$ cat config.mk
export PLATFORM = sky130hd
export DESIGN_NAME = card_guard
export DESIGN_NICKNAME = d
export VERILOG_FILES = /design/src/rtl/card_guard_pkg.sv /design/src/rtl/cg_sync.sv /design/src/rtl/cg_host_latch.sv /design/src/rtl/cg_step_timer.sv /design/src/rtl/cg_seq.sv /design/src/rtl/card_guard.sv
export SDC_FILE = /design/constraint.sdc
export NUM_CORES = 1
export LEC_CHECK = 0
export BUFFER_PORTS_ARGS = -buffer_cell sky130_fd_sc_hd__buf_2
export CAP_MARGIN = 20
export CORE_UTILIZATION = 55
export DETAILED_ROUTE_END_ITERATION = 8
export PLACE_DENSITY = 0.86
export SLEW_MARGIN = 10
export SYNTH_ARGS = -nofsm -noshare
export SYNTH_HDL_FRONTEND = slang
export SYNTH_SLANG_ARGS = --single-unit
$ cat constraint.sdc
create_clock -name clk -period 4.7 [get_ports clk]
set_clock_uncertainty 0.1 [all_clocks]
set_input_delay 0.47 -clock clk [delete_from_list [all_inputs] [get_ports clk]]
set_output_delay 0.47 -clock clk [all_outputs]
set_load 0.02 [all_outputs]
$ cat src/rtl/card_guard_pkg.sv
package card_guard_pkg;

    typedef enum logic [2:0] {
        ST_IDLE,
        ST_RAMP,
        ST_ACTIVE,
        ST_DROP_RST,
        ST_DROP_CLK,
        ST_DROP_IO,
        ST_VOFF,
        ST_SLEEP
    } seq_state_t;

    // {sel_b, sel_a}
    typedef enum logic [1:0] {
        VC_OFF = 2'b00,
        VC_5V  = 2'b01,
        VC_3V  = 2'b10,
        VC_1V8 = 2'b11
    } vcode_t;

    typedef struct packed {
        vcode_t sel;
        logic   pwrdn;
        logic   rst;
        logic   clk;
        logic   io;
    } host_cmd_t;

    typedef struct packed {
        logic pres_hi;
        logic pres_lo_act;
        logic ocp;
        logic vdd;
        logic vpc;
        logic vcc;
        logic temp;
        logic good;
    } mon_t;

    function automatic logic [2:0] vcode_onehot(vcode_t c);
        logic [2:0] r;
        unique case (c)
            VC_OFF: r = 3'b000;
            VC_5V:  r = 3'b001;
            VC_3V:  r = 3'b010;
            VC_1V8: r = 3'b100;
        endcase
        return r;
    endfunction

endpackage

$ cat src/rtl/cg_sync.sv
module cg_sync #(
    parameter int WIDTH  = 8,
    parameter int STAGES = 2
) (
    input  logic             clk,
    input  logic             rst_n,
    input  logic [WIDTH-1:0] d,
    output logic [WIDTH-1:0] q
);
    logic [STAGES-1:0][WIDTH-1:0] pipe_q;

    always_ff @(posedge clk or negedge rst_n) begin
        if (!rst_n) begin
            pipe_q <= '0;
        end else begin
            pipe_q[0] <= d;
            for (int i = 1; i < STAGES; i++) begin
                pipe_q[i] <= pipe_q[i-1];
            end
        end
    end

    assign q = pipe_q[STAGES-1];
endmodule

$ cat src/rtl/cg_host_latch.sv
module cg_host_latch
    import card_guard_pkg::*;
(
    input  logic      clk,
    input  logic      rst_n,
    input  logic      cs,
    input  host_cmd_t d,
    output host_cmd_t q
);
    always_ff @(posedge clk or negedge rst_n) begin
        if (!rst_n) begin
            q <= '0;
        end else if (cs) begin
            q <= d;
        end
    end
endmodule

$ cat src/rtl/cg_step_timer.sv
module cg_step_timer #(
    parameter int TICK_DIV   = 4,
    parameter int STEP_TICKS = 8
) (
    input  logic clk,
    input  logic rst_n,
    input  logic clr,
    output logic step_done
);
    localparam int PW = (TICK_DIV > 1) ? $clog2(TICK_DIV) : 1;
    localparam int CW = (STEP_TICKS > 1) ? $clog2(STEP_TICKS) : 1;

    logic          tick;
    logic [CW-1:0] cnt_q;

    generate
        if (TICK_DIV == 1) begin : g_nodiv
            assign tick = 1'b1;
        end else begin : g_div
            logic [PW-1:0] pre_q;
            always_ff @(posedge clk or negedge rst_n) begin
                if (!rst_n) begin
                    pre_q <= '0;
                end else if (clr || (pre_q == PW'(TICK_DIV - 1))) begin
                    pre_q <= '0;
                end else begin
                    pre_q <= pre_q + PW'(1);
                end
            end
            assign tick = (pre_q == PW'(TICK_DIV - 1));
        end
    endgenerate

    assign step_done = tick && (cnt_q == CW'(STEP_TICKS - 1));

    always_ff @(posedge clk or negedge rst_n) begin
        if (!rst_n) begin
            cnt_q <= '0;
        end else if (clr || step_done) begin
            cnt_q <= '0;
        end else if (tick) begin
            cnt_q <= cnt_q + CW'(1);
        end
    end
endmodule

$ cat src/rtl/cg_seq.sv
module cg_seq
    import card_guard_pkg::*;
(
    input  logic   clk,
    input  logic   rst_n,
    input  logic   present,
    input  logic   core_fault,
    input  logic   vcc_fault,
    input  logic   vcc_good,
    input  vcode_t h_sel,
    input  logic   h_pwrdn,
    input  logic   step_done,
    output logic   en_rst,
    output logic   en_clk,
    output logic   en_io,
    output logic   vcc_en,
    output logic   rdy,
    output logic   sleep,
    output logic   tmr_clr,
    output logic   fault_q,
    output vcode_t sess_q
);
    seq_state_t state_q, state_d;
    vcode_t     sess_d;
    logic       fault_d;
    logic       in_session, sel_swap, fault_hit, quit;

    always_comb begin
        in_session = (state_q == ST_RAMP) || (state_q == ST_ACTIVE);
        sel_swap   = (h_sel != VC_OFF) && (h_sel != sess_q);
        fault_hit  = !present || core_fault || sel_swap ||
                     (vcc_fault && (state_q == ST_ACTIVE));
        quit       = fault_hit || (h_sel == VC_OFF) || h_pwrdn;
    end

    // next state
    always_comb begin
        state_d = state_q;
        sess_d  = sess_q;
        fault_d = fault_q;
        unique case (state_q)
            ST_IDLE: begin
                if (h_pwrdn) begin
                    state_d = ST_SLEEP;
                end else if ((h_sel != VC_OFF) && present && !core_fault) begin
                    state_d = ST_RAMP;
                    sess_d  = h_sel;
                end
            end
            ST_RAMP: begin
                if (quit) begin
                    state_d = ST_VOFF;
                end else if (vcc_good) begin
                    state_d = ST_ACTIVE;
                end
            end
            ST_ACTIVE: begin
                if (quit) begin
                    state_d = ST_DROP_RST;
                end
            end
            ST_DROP_RST: begin
                if (step_done) begin
                    state_d = ST_DROP_CLK;
                end
            end
            ST_DROP_CLK: begin
                if (step_done) begin
                    state_d = ST_DROP_IO;
                end
            end
            ST_DROP_IO: begin
                if (step_done) begin
                    state_d = ST_VOFF;
                end
            end
            ST_VOFF: begin
                if (h_sel == VC_OFF) begin
                    state_d = ST_IDLE;
                    fault_d = 1'b0;
                end
            end
            ST_SLEEP: begin
                if (!h_pwrdn) begin
                    state_d = ST_IDLE;
                end
            end
        endcase
        if (in_session && fault_hit) begin
            fault_d = 1'b1;
        end
    end

    // state register
    always_ff @(posedge clk or negedge rst_n) begin
        if (!rst_n) begin
            state_q <= ST_IDLE;
            sess_q  <= VC_OFF;
            fault_q <= 1'b0;
        end else begin
            state_q <= state_d;
            sess_q  <= sess_d;
            fault_q <= fault_d;
        end
    end

    // outputs
    always_comb begin
        en_rst  = 1'b0;
        en_clk  = 1'b0;
        en_io   = 1'b0;
        vcc_en  = 1'b0;
        rdy     = 1'b0;
        sleep   = 1'b0;
        tmr_clr = 1'b1;
        unique case (state_q)
            ST_IDLE, ST_VOFF: begin
            end
            ST_RAMP: begin
                vcc_en = 1'b1;
            end
            ST_ACTIVE: begin
                en_rst = 1'b1;
                en_clk = 1'b1;
                en_io  = 1'b1;
                vcc_en = 1'b1;
                rdy    = 1'b1;
            end
            ST_DROP_RST: begin
                en_clk  = 1'b1;
                en_io   = 1'b1;
                vcc_en  = 1'b1;
                tmr_clr = 1'b0;
            end
            ST_DROP_CLK: begin
                en_io   = 1'b1;
                vcc_en  = 1'b1;
                tmr_clr = 1'b0;
            end
            ST_DROP_IO: begin
                vcc_en  = 1'b1;
                tmr_clr = 1'b0;
            end
            ST_SLEEP: begin
                sleep = 1'b1;
            end
        endcase
    end
endmodule

$ cat src/rtl/card_guard.sv
module card_guard
    import card_guard_pkg::*;
#(
    parameter int TICK_DIV    = 4,
    parameter int STEP_TICKS  = 8,
    parameter int SYNC_STAGES = 2
) (
    input  logic       clk,
    input  logic       rst_n,
    input  logic       cs,
    input  logic       sel_a,
    input  logic       sel_b,
    input  logic       pwrdn,
    input  logic       rst_in,
    input  logic       clk_in,
    input  logic       io_in,
    input  logic       pres_hi,
    input  logic       pres_lo_n,
    input  logic       flt_ocp,
    input  logic       flt_vdd,
    input  logic       flt_vpc,
    input  logic       flt_vcc,
    input  logic       flt_temp,
    input  logic       vcc_good,
    output logic       card_rst,
    output logic       card_clk,
    output logic       card_io,
    output logic       vcc_en,
    output logic [2:0] vreg_sel,
    output logic       rdy,
    output logic       off_n,
    output logic       sleep
);
    localparam int MON_W = $bits(mon_t);

    mon_t      mon_raw, mon_s;
    host_cmd_t cmd_d, cmd_q;
    vcode_t    sess;
    logic      present, core_fault;
    logic      en_rst, en_clk, en_io, tmr_clr, step_done, fault_q;

    assign mon_raw = '{pres_hi:     pres_hi,
                       pres_lo_act: !pres_lo_n,
                       ocp:         flt_ocp,
                       vdd:         flt_vdd,
                       vpc:         flt_vpc,
                       vcc:         flt_vcc,
                       temp:        flt_temp,
                       good:        vcc_good};

    cg_sync #(.WIDTH(MON_W), .STAGES(SYNC_STAGES)) u_sync (
        .clk  (clk),
        .rst_n(rst_n),
        .d    (mon_raw),
        .q    (mon_s)
    );

    assign cmd_d = '{sel:   vcode_t'({sel_b, sel_a}),
                     pwrdn: pwrdn,
                     rst:   rst_in,
                     clk:   clk_in,
                     io:    io_in};

    cg_host_latch u_host (
        .clk  (clk),
        .rst_n(rst_n),
        .cs   (cs),
        .d    (cmd_d),
        .q    (cmd_q)
    );

    cg_step_timer #(.TICK_DIV(TICK_DIV), .STEP_TICKS(STEP_TICKS)) u_timer (
        .clk      (clk),
        .rst_n    (rst_n),
        .clr      (tmr_clr),
        .step_done(step_done)
    );

    assign present    = mon_s.pres_hi || mon_s.pres_lo_act;
    assign core_fault = mon_s.ocp || mon_s.vdd || mon_s.vpc || mon_s.temp;

    cg_seq u_seq (
        .clk       (clk),
        .rst_n     (rst_n),
        .present   (present),
        .core_fault(core_fault),
        .vcc_fault (mon_s.vcc),
        .vcc_good  (mon_s.good),
        .h_sel     (cmd_q.sel),
        .h_pwrdn   (cmd_q.pwrdn),
        .step_done (step_done),
        .en_rst    (en_rst),
        .en_clk    (en_clk),
        .en_io     (en_io),
        .vcc_en    (vcc_en),
        .rdy       (rdy),
        .sleep     (sleep),
        .tmr_clr   (tmr_clr),
        .fault_q   (fault_q),
        .sess_q    (sess)
    );

    assign card_rst = en_rst && cmd_q.rst;
    assign card_io  = en_io && cmd_q.io;
    assign card_clk = en_clk && (cs ? clk_in : cmd_q.clk);
    assign vreg_sel = vcc_en ? vcode_onehot(sess) : 3'b000;
    assign off_n    = present && !fault_q;
endmodule

* Word-level counts from Yosys, hierarchy flattened
Cells that the tools add are included.
Storage, ports and cells: bits of input ports 17, output and inout port bits 10, logic and storage cells 102, register bits after elaboration 33
Operators by class: muxes and demuxes 26, equal/unequal tests 21, add/sub/neg operators 2, bitwise logic cells 1, reduce and logical (&&, ||, !) cells 40
Operator list (number):
- $mux W3 | 13
- $pmux W3 S8 | 1
- $eq A3 B3 Y1 const B | 5
- $logic_or A1 B1 Y1 | 12
- $pmux W3 S4 | 1
- $logic_and A1 B1 Y1 | 10
- $mux W1 | 10
- $ne A2 B2 Y1 const B | 4
- $reduce_and A8 Y1 | 1
- $reduce_bool A2 Y1 | 4
- $eq A2 B2 Y1 const B | 3
- $eq A3 B2 Y1 const B | 2
- $ne A3 B2 Y1 const B | 2
- $reduce_or A3 Y1 | 2
- $reduce_or A5 Y1 | 1
- $logic_not A1 Y1 | 4
- $logic_not A2 Y1 | 2
- $ne A2 B1 Y1 const B | 2
- $add A3 B1 Y3 const B | 1
- $eq A3 B1 Y1 const B | 1
- $logic_not A3 Y1 | 1
- $reduce_and A3 Y1 | 1
- $add A2 B1 Y2 const B | 1
- $eq A2 B1 Y1 const B | 1
- 5 further kinds | 5

* Longest topological paths before layout
Gate-level depths: netlist of the first run.
depth after elaboration 10, mapped depth 7, gate-level depth less buffers 6

* Hierarchy
From an unflattened synthesis of the first run, not the netlist that was laid out.
Unflattened totals: cells, all modules 132, area total of the unflattened synthesis 1551.5 um^2
By module, submodules not included:
- cg_seq | sequential area each 150.1 um^2, area each 529.3 um^2, instances 1, cells each 63
- cg_sync | sequential area each 400.4 um^2, area each 460.4 um^2, instances 1, cells each 24
- cg_host_latch | sequential area each 150.1 um^2, area each 251.5 um^2, instances 1, cells each 13
- cg_step_timer | sequential area each 125.1 um^2, area each 236.5 um^2, instances 1, cells each 19
- card_guard | sequential area each 0.0 um^2, area each 73.8 um^2, instances 1, cells each 13

* Worst setup path after synthesis of the first run
No wires, ideal clock.
path type reg2out, start point register u_seq.state_q[2], end point output vreg_sel[0], arrival 1646 ps, data required time 4130 ps, stages on the path, launching flop included 7, slack 2484 ps, buffers on the path 2, cells stage by stage dfrtp_1 buf_2 buf_1 nor3_1 a21oi_1 nand2_1 nor2_1
Between the ends: cells in the longest elaborated chain, start to end 4, elaborated cells on any way between the ends 8, those cells by class eq/ne: 5; mux: 2; reduce/logical: 1
Ends and longest elaborated chain:
- start, declared | line cg_seq.sv:23 | seq_state_t state_q, state_d;
- start signal, assigned | line cg_seq.sv:101 | state_q <= state_d;
- $eq A3 B2 Y1, or another cell as far along | line cg_seq.sv:116 | unique case (state_q)
- $reduce_or A5 Y1 (no source line) *
- $mux W1 * | line cg_seq.sv:116
- net vcc_en | line card_guard.sv:28 | output logic vcc_en,
- $mux W3 * | line card_guard.sv:106 | assign vreg_sel = vcc_en ? vcode_onehot(sess) : 3'b000;
- end, declared | line card_guard.sv:29 | output logic [2:0] vreg_sel,
The timed path passes the listed nets; every way through them passes the cells marked *.

* Worst setup path in the final report of the first run
start point register u_seq.state_q[1], end point output vreg_sel[2]
Between the ends: cells in the longest elaborated chain, start to end 4, elaborated cells on any way between the ends 8, those cells by class eq/ne: 5; mux: 2; reduce/logical: 1
Ends and longest elaborated chain (line):
- $eq A3 B2 Y1, or another cell as far along | cg_seq.sv:116
- $reduce_or A5 Y1 (no source line) *
- $mux W1 * | cg_seq.sv:116
- $mux W3 * | card_guard.sv:106
Mark *: on every way between the ends. The rest lies on a longest branch, timed or not.

==> key figures, run 1 <==
STA
  • Slew headroom: 54.4%
  • Fin. Hold Viols: 0
  • Min Hold Slack: 78.0 ps
  • Final worst path period need: 2240 ps
  • Max Slew Vio Count: 0
  • Final Cycle Share: 47.7%
  • RSZ-0062 raised after global routing: false
  • Max frequency: 446 MHz
  • Worst-margin pin slew: 685 ps
  • Setup violators final: 0
  • Sum Neg Setup Slack: 0 ps

Floorplanning
  • Effective utilization at floorplan: 60.7%
  • Chip Width: 52.6 um
  • Rows: 17
  • Num ports: 27
  • Die height: 52.6 um
  • Die area: 0.00276 mm^2
  • CORE AREA: 0.00232 mm^2

Clock tree
  • Worst-Skew Late Latency: 320 ps
  • H-tree depth: 2
  • Total CTS buffers: 5
  • CTS sink cnt: 33
  • # Post-CTS Setup Buffers: 0
  • CTS root buffer: clkbuf_4
  • Clock Path Buffers: 2
  • CTS tree: yes
  • CTS Hold Bufs: 0
  • Reg clk slew, reported paths: 100 ps
  • Post-CTS sizing: 0

Logic synthesis
  • Number of flops mapped to enable cells by yosys: 0
  • Top cell type by total area after synthesis: dfrtp_1
  • Register area share after synthesis: 58.7%
  • Dominant cells by area after synthesis: dfrtp_1, nor2_1, mux2_2
  • Main synth FF type: dfrtp_1
  • FFs w/ async S/R, synth: 100%
  • Top cell type's share of synthesized area: 58.7%
  • Synth Warn #: 0
  • Gate Count Post-Synth: 126
  • Syn Nets: 146
  • Synthesized flop and latch total: 33
  • Mapped Avg Cell Area: 11.2 um^2
  • Cell variety after synth: 31
  • Synthesized area: 0.00141 mm^2

GRT
  • First-pass GRT wire length: 4530 um
  • GR Layer Usage met3: 9.28%
  • GRT Util Overall: 24.2%
  • Gr busiest metal: met2
  • Met1 usage: 28.2%
  • Initial antenna violation count: 0
  • Met2 usage in global routing: 40.3%
  • Total congestion overflow: 0
  • Largest net degree at the start of global routing: 34
  • Vias in the first global route: 1043

Setup path
  • Setup CP Type: flip-flop to output port
  • CP Capture Type: output port
  • Worst R2R End: u_seq.state_q[0]
  • Reg2reg start: u_seq.state_q[2]
  • Flop2flop setup slack: 2580 ps
  • Critical Path Start Type: flip-flop
  • Required time worst endpoint: 4130 ps
  • Reg2Reg Depth: 6
  • Worst-path maximum fanout: 17
  • WP data arrival: 1670 ps

Power
  • Worst vdd ir: 0.000325 V
  • Pwr Total: 0.000887 W
  • Pwr Density: 541 mW/mm^2
  • LEAKAGE: 0.802 nW

Place
  • HPWL after detailed placement: 1960 um
  • PortBufs: 26
  • Routability congestion estimate: 0.886

Drt
  • Via count: 1042
  • WL final: 2670 um
  • WL/cell: 14.6 um
  • Drt via density: 5.69
  • Pre-antenna DRT Iters: 4
  • 1st-iter DRT viols: 19
  • DRC violations left: 0
  • Routed Antenna Nets: 0

Cells and area
  • Synth-to-layout area growth: 16.6%
  • Final Core Density: 70.8%
  • ANT cells: 0
  • Ratio of cells with drive above 1 in the final layout: 29.0%
  • Nets: 174

Flow run
  • Max-cap violation count: 0

Worst hold path
  • Hold Path Class: input pin to asynchronous set/reset pin

Outcome
  • Outcome: complete, no violations
-- metal layers --
| metal | part of all wire [%] | vias up |
|---|---|---|
| met5 | 0 | - |
| met4 | 1.9 | 0 |
| met3 | 5.3 | 4 |
| met2 | 52 | 36 |
| met1 | 40 | 503 |
| li1 | - | 499 |
-- worst max-delay path, cell delays in order, from the launching register on --
cell     delay, ps
dfrtp_1        660
nor3_1         130
a21oi_1        210
nand2_1        100
nor2_1          80
buf_2          170
-- cell usage in the layout, fill, tap and decap left out, drive strengths merged --
cell       n
nand3      3
clkbuf     6
nor4       1
bufinv     1
or4        2
nand4      1
and4       1
ha         3
mux2i      2
mux2       5
dfrtp     33
a21bo      2
a2111oi    1
clkinvlp   1
a21oi      6
and3       4
and3b      1
nor3b      2
inv        8
nor3       4
nor2      18
a311oi     1
a31oi      2
nor2b      4
a2bb2oi    2
nand2      5
o21ai      5
a22oi      3
o221a      1
buf       26
a22o       1
-- cell families (layout without fill, tap and decap cells) --
logic type	count (synthesis)	count (layout)	synth area share (%)
fa+ha+maj	3	3	2.67
mux	7	7	5.43
flops	33	33	58.7
buf+inv	13	42	3.56
simple gates	46	46	17.9
compound gates	24	24	11.7
-- state kept, by name, summed over array words and instances, names as in the netlist --
| name | count |
|---|---|
| u_host.q | 6 |
| u_sync.pipe_q | 8 |
| u_timer.g_div.pre_q | 2 |
| u_seq.sess_q | 2 |
| u_seq.state_q | 3 |
| u_sync.q | 8 |
| u_seq.fault_q | 1 |
| u_timer.cnt_q | 3 |
-- report_power, final --
part           switching [W]  internal (W)
Sequential         0.0000740      0.000325
Clock              0.0000925      0.000126
Combinational       0.000150      0.000118
Total               0.000317      0.000570
-- Yosys cell counts (all sizes together), types with 3 or more instances --
library cell	number
ha	3
a22oi	3
o21ai	5
inv	8
mux2	5
a21oi	6
nor2	18
nand2	5
nor2b	4
clkbuf	3
and3	4
dfrtp	33
nand3	3
nor3	4
-- per-stage QoR --
step	setup WS, ps	instances	cell area (um^2)
2_1_floorplan	2480	126	1410
3_3_place_gp	2700	175	1550
3_5_place_dp	2640	175	1550
4_1_cts	2480	183	1640
5_1_grt	2290	183	1640
6_report	2460	183	1640
-- layout make-up --
cell class	count	area (um^2)
Sequential cell	33	826
Multi-Input combinational cell	80	531
Clock inverter	2	37.5
Timing Repair Buffer	26	130
Tap cell	28	35.0
Fill cell	179	678
Inverter	8	30.0
Clock buffer	6	51.3
-- worst max-delay path by stage --
stage,start,end,slack (ps),depth (start not counted)
2_1_floorplan,u_seq.state_q[2],vreg_sel[0],2480,6
3_3_place_gp,u_sync.q[4],u_seq.state_q[0],2700,4
3_5_place_dp,u_seq.state_q[2],u_seq.state_q[0],2640,6
4_1_cts,u_seq.state_q[1],vreg_sel[0],2480,5
5_1_grt,u_seq.state_q[1],vreg_sel[2],2290,5
6_report,u_seq.state_q[1],vreg_sel[2],2460,5
(Power assumes the default switching activity.)
==> inputs of run 2 (changes only) <==
--- a/config.mk
+++ b/config.mk
@@ -5,11 +5,13 @@
 export SDC_FILE = /design/constraint.sdc
 export NUM_CORES = 1
 export LEC_CHECK = 0
+export ABC_AREA = 1
 export BUFFER_PORTS_ARGS = -buffer_cell sky130_fd_sc_hd__buf_2
 export CAP_MARGIN = 20
-export CORE_UTILIZATION = 55
+export CORE_ASPECT_RATIO = 0.5
+export CORE_UTILIZATION = 53
 export DETAILED_ROUTE_END_ITERATION = 8
-export PLACE_DENSITY = 0.86
+export PLACE_DENSITY = 0.84
 export SLEW_MARGIN = 10
 export SYNTH_ARGS = -nofsm -noshare
 export SYNTH_HDL_FRONTEND = slang
==> constraint.sdc (replaced) <==
create_clock -name clk -period 2.07 [get_ports clk]
set_clock_uncertainty 0.1 [all_clocks]
set_input_delay 0.207 -clock clk [delete_from_list [all_inputs] [get_ports clk]]
set_output_delay 0.207 -clock clk [all_outputs]
set_load 0.02 [all_outputs]
==> run 2 against run 1 <==
Compared with the run above:
- combinational power rose to 3.0 times the previous value
- core utilization up 5.7 points
- area after synthesis up 1.5%
- first-iteration DRC count increased to 2.9 times the previous value
- critical endpoint is now vreg_sel[1]
- via count rose by 9.7%
==> key figures, run 2 <==
Drt
  • WL final: 2790 um
  • Routed Antenna Nets: 0
  • DRC violations left: 0
  • Via count: 1143
  • 1st-iter DRT viols: 55
  • WL/cell: 11.7 um
  • Pre-antenna DRT Iters: 4
  • Drt via density: 4.80

GRT
  • Largest net degree at the start of global routing: 34
  • Vias in the first global route: 1060
  • GRT Util Overall: 24.0%
  • First-pass GRT wire length: 4620 um
  • Total congestion overflow: 0
  • Initial antenna violation count: 0

Logic synthesis
  • Number of flops mapped to enable cells by yosys: 0
  • XOR/XNOR Fraction of Synth Area: 0%
  • Simple-gate portion of the synthesized area: 23.5%
  • Synth Warn #: 0
  • Commonest cells post-synth: dfrtp_1, nand2_1, inv_1, nor2_1
  • Syn Nets: 182
  • Adder-Cell Fraction of Synth Area: 2.63%
  • Largest family of logic cells by synthesized area: simple AND/OR/NAND/NOR gates
  • Dominant cells by area after synthesis: dfrtp_1, nand2_1, inv_1
  • Gate Count Post-Synth: 162
  • Synthesized area: 0.00143 mm^2
  • Mapped Avg Cell Area: 8.81 um^2
  • Top cell type by total area after synthesis: dfrtp_1
  • FFs w/ async S/R, synth: 100%
  • Register area share after synthesis: 57.8%
  • Post-synthesis compound-gate area fraction: 6.84%
  • Main synth FF type: dfrtp_1
  • Synthesized flop and latch total: 33
  • Top cell type's share of synthesized area: 57.8%
  • Cell variety after synth: 23
  • Mux cell area share after synthesis: 0.789%

Power
  • Clk pwr share: 27.0%
  • LEAKAGE: 0.942 nW
  • Pwr Density: 1240 mW/mm^2
  • Switch Pwr: 0.000876 W
  • Sw Ratio: 38.9%
  • Worst vdd ir: 0.000968 V
  • Share of power burned in registers: 37.5%
  • Logic pwr share: 35.5%
  • Int Power: 0.00138 W

Place
  • Placed inst area: 0.00159 mm^2
  • HPWL after detailed placement: 1880 um
  • Routability congestion estimate: 0.920
  • PortBufs: 26
  • Pre-CTS setup slack: 339 ps

Floorplanning
  • Die area: 0.00292 mm^2
  • Die height: 38.7 um
  • Effective utilization at floorplan: 60.2%
  • Num ports: 27
  • Chip Width: 75.4 um
  • Rows: 12
  • CORE AREA: 0.00237 mm^2

Outcome
  • Outcome: complete, no violations

Cells and area
  • Synth-to-layout area growth: 27.0%
  • Ratio of cells with drive above 1 in the final layout: 23.6%
  • Most frequent cells in the layout: nand2_1, dfrtp_1, inv_1
  • Final Core Density: 76.4%
  • Nets: 222
  • Most common cell after layout, fill and taps aside: nand2_1
  • ANT cells: 0
  • Final instance area: 0.00181 mm^2
  • Biggest regs: u_sync.pipe_q (8), u_sync.q (8), u_host.q (6)

STA
  • Worst-margin pin slew: 711 ps
  • Setup violators final: 0
  • Fin. Hold Viols: 0
  • Max Slew Vio Count: 0
  • Setup ws final: 138 ps
  • Max frequency: 518 MHz
  • Final Cycle Share: 93.3%
  • Slew headroom: 52.6%
  • Final worst path period need: 1930 ps

Worst hold path
  • Hold Path Class: input pin to flip-flop

Setup path
  • Required time worst endpoint: 1760 ps
  • CP Capture Type: output port
  • Worst path slowest cell: dfrtp_2
  • Critical Path Start Type: flip-flop
  • Setup CP Type: flip-flop to output port
  • Cells along the critical path: inv_2, nand3_2, nand2_1, inv_1, o21ai_1, nor2_2, nor3_2, buf_4
  • Flop2flop setup slack: 550 ps
  • Worst-path maximum fanout: 6
  • WP data arrival: 1620 ps
  • Critical Path Max Stage Delay: 450 ps

Clock tree
  • Clock Path Buffers: 2
  • Total CTS buffers: 5
  • # Post-CTS Setup Buffers: 0
  • Worst-Skew Late Latency: 290 ps
  • CTS tree: yes
  • CTS sink cnt: 33
  • H-tree depth: 2
  • CTS root buffer: clkbuf_8
  • Reg clk slew, reported paths: 70 ps

Flow run
  • Max-cap violation count: 0
run 2: cell count changes in the layout (fill, tap and decap cells not counted), moves of 6 or more:
cell / change
a21oi_1: -6
dlygate4sd3_1: +9
inv_1: +19
nand2_1: +28
nand3_1: +9
o21ai_0: +7
run 2: layout make-up:
class | count | area (um^2)
Sequential cell | 33 | 828
Fill cell | 173 | 559
Multi-Input combinational cell | 98 | 494
Timing Repair Buffer | 35 | 223
Inverter | 29 | 109
Clock buffer | 5 | 68.8
Clock inverter | 3 | 46.3
Tap cell | 35 | 43.8
run 2: power groups by stage:
stage / combinational [W] / sequential [W] / clock [W]
after floorplan: 0.000589 / 0.000809 / 0
after global placement: 0.000723 / 0.000838 / 0
after detailed placement: 0.000750 / 0.000848 / 0
after CTS: 0.000777 / 0.000836 / 0.000627
after global routing: 0.000907 / 0.000859 / 0.000647
final: 0.000800 / 0.000845 / 0.000609
run 2: timing repair:
action                                 4_1_cts  5_1_grt
endpoints found under the hold margin       41        0
hold buffers                                 9        0
setup endpoints to repair                    0        4
resized for setup                            0        7
run 2: worst paths after layout:
path / start / end / depth (start not counted)
min reg2reg: u_sync.pipe_q[1] / u_sync.q[1] / 0
min in group asynchronous: rst_n / u_sync.q[5] / 2
max: u_seq.state_q[2] / vreg_sel[1] / 8
max in group asynchronous: rst_n / u_seq.state_q[1] / 2
max reg2reg: u_seq.state_q[1] / u_seq.state_q[2] / 10
min: rst_in / u_host.q[2] / 3
run 2: cell families (layout without fill, tap and decap cells):
family          count (synthesis)  count (layout)
simple gates                   76              76
buf+inv                        31              72
flops                          33              33
fa+ha+maj                       3               3
mux                             1               1
compound gates                 18              18
run 2: through the flow:
step | setup TNS (ps) | instances | hold WS, ps | power [W]
after floorplan | 0 | 162 | -189 | 0.00140
after global placement | 0 | 221 | 179 | 0.00156
after detailed placement | 0 | 221 | 188 | 0.00160
after CTS | 0 | 238 | 5.83 | 0.00224
after global routing | -2.67 | 238 | 20.3 | 0.00241
final | 0 | 238 | 19.2 | 0.00225
run 2: per-layer routing:
layer,up-vias,global-route usage [%],wire length (um)
met5,-,0,0
met1,510,27.0,1270
li1,583,-,-
met2,43,42.4,1310
met3,7,9.64,165
met4,0,7.87,40
run 2: worst max-delay path: cells and delay by family, from the launching register on:
kind / cells / cell delay (ps)
AND/OR/NAND/NOR: 4 / 440
AO/OA/AOI/OAI: 1 / 110
buffers and inverters: 3 / 330
flip-flops: 1 / 450
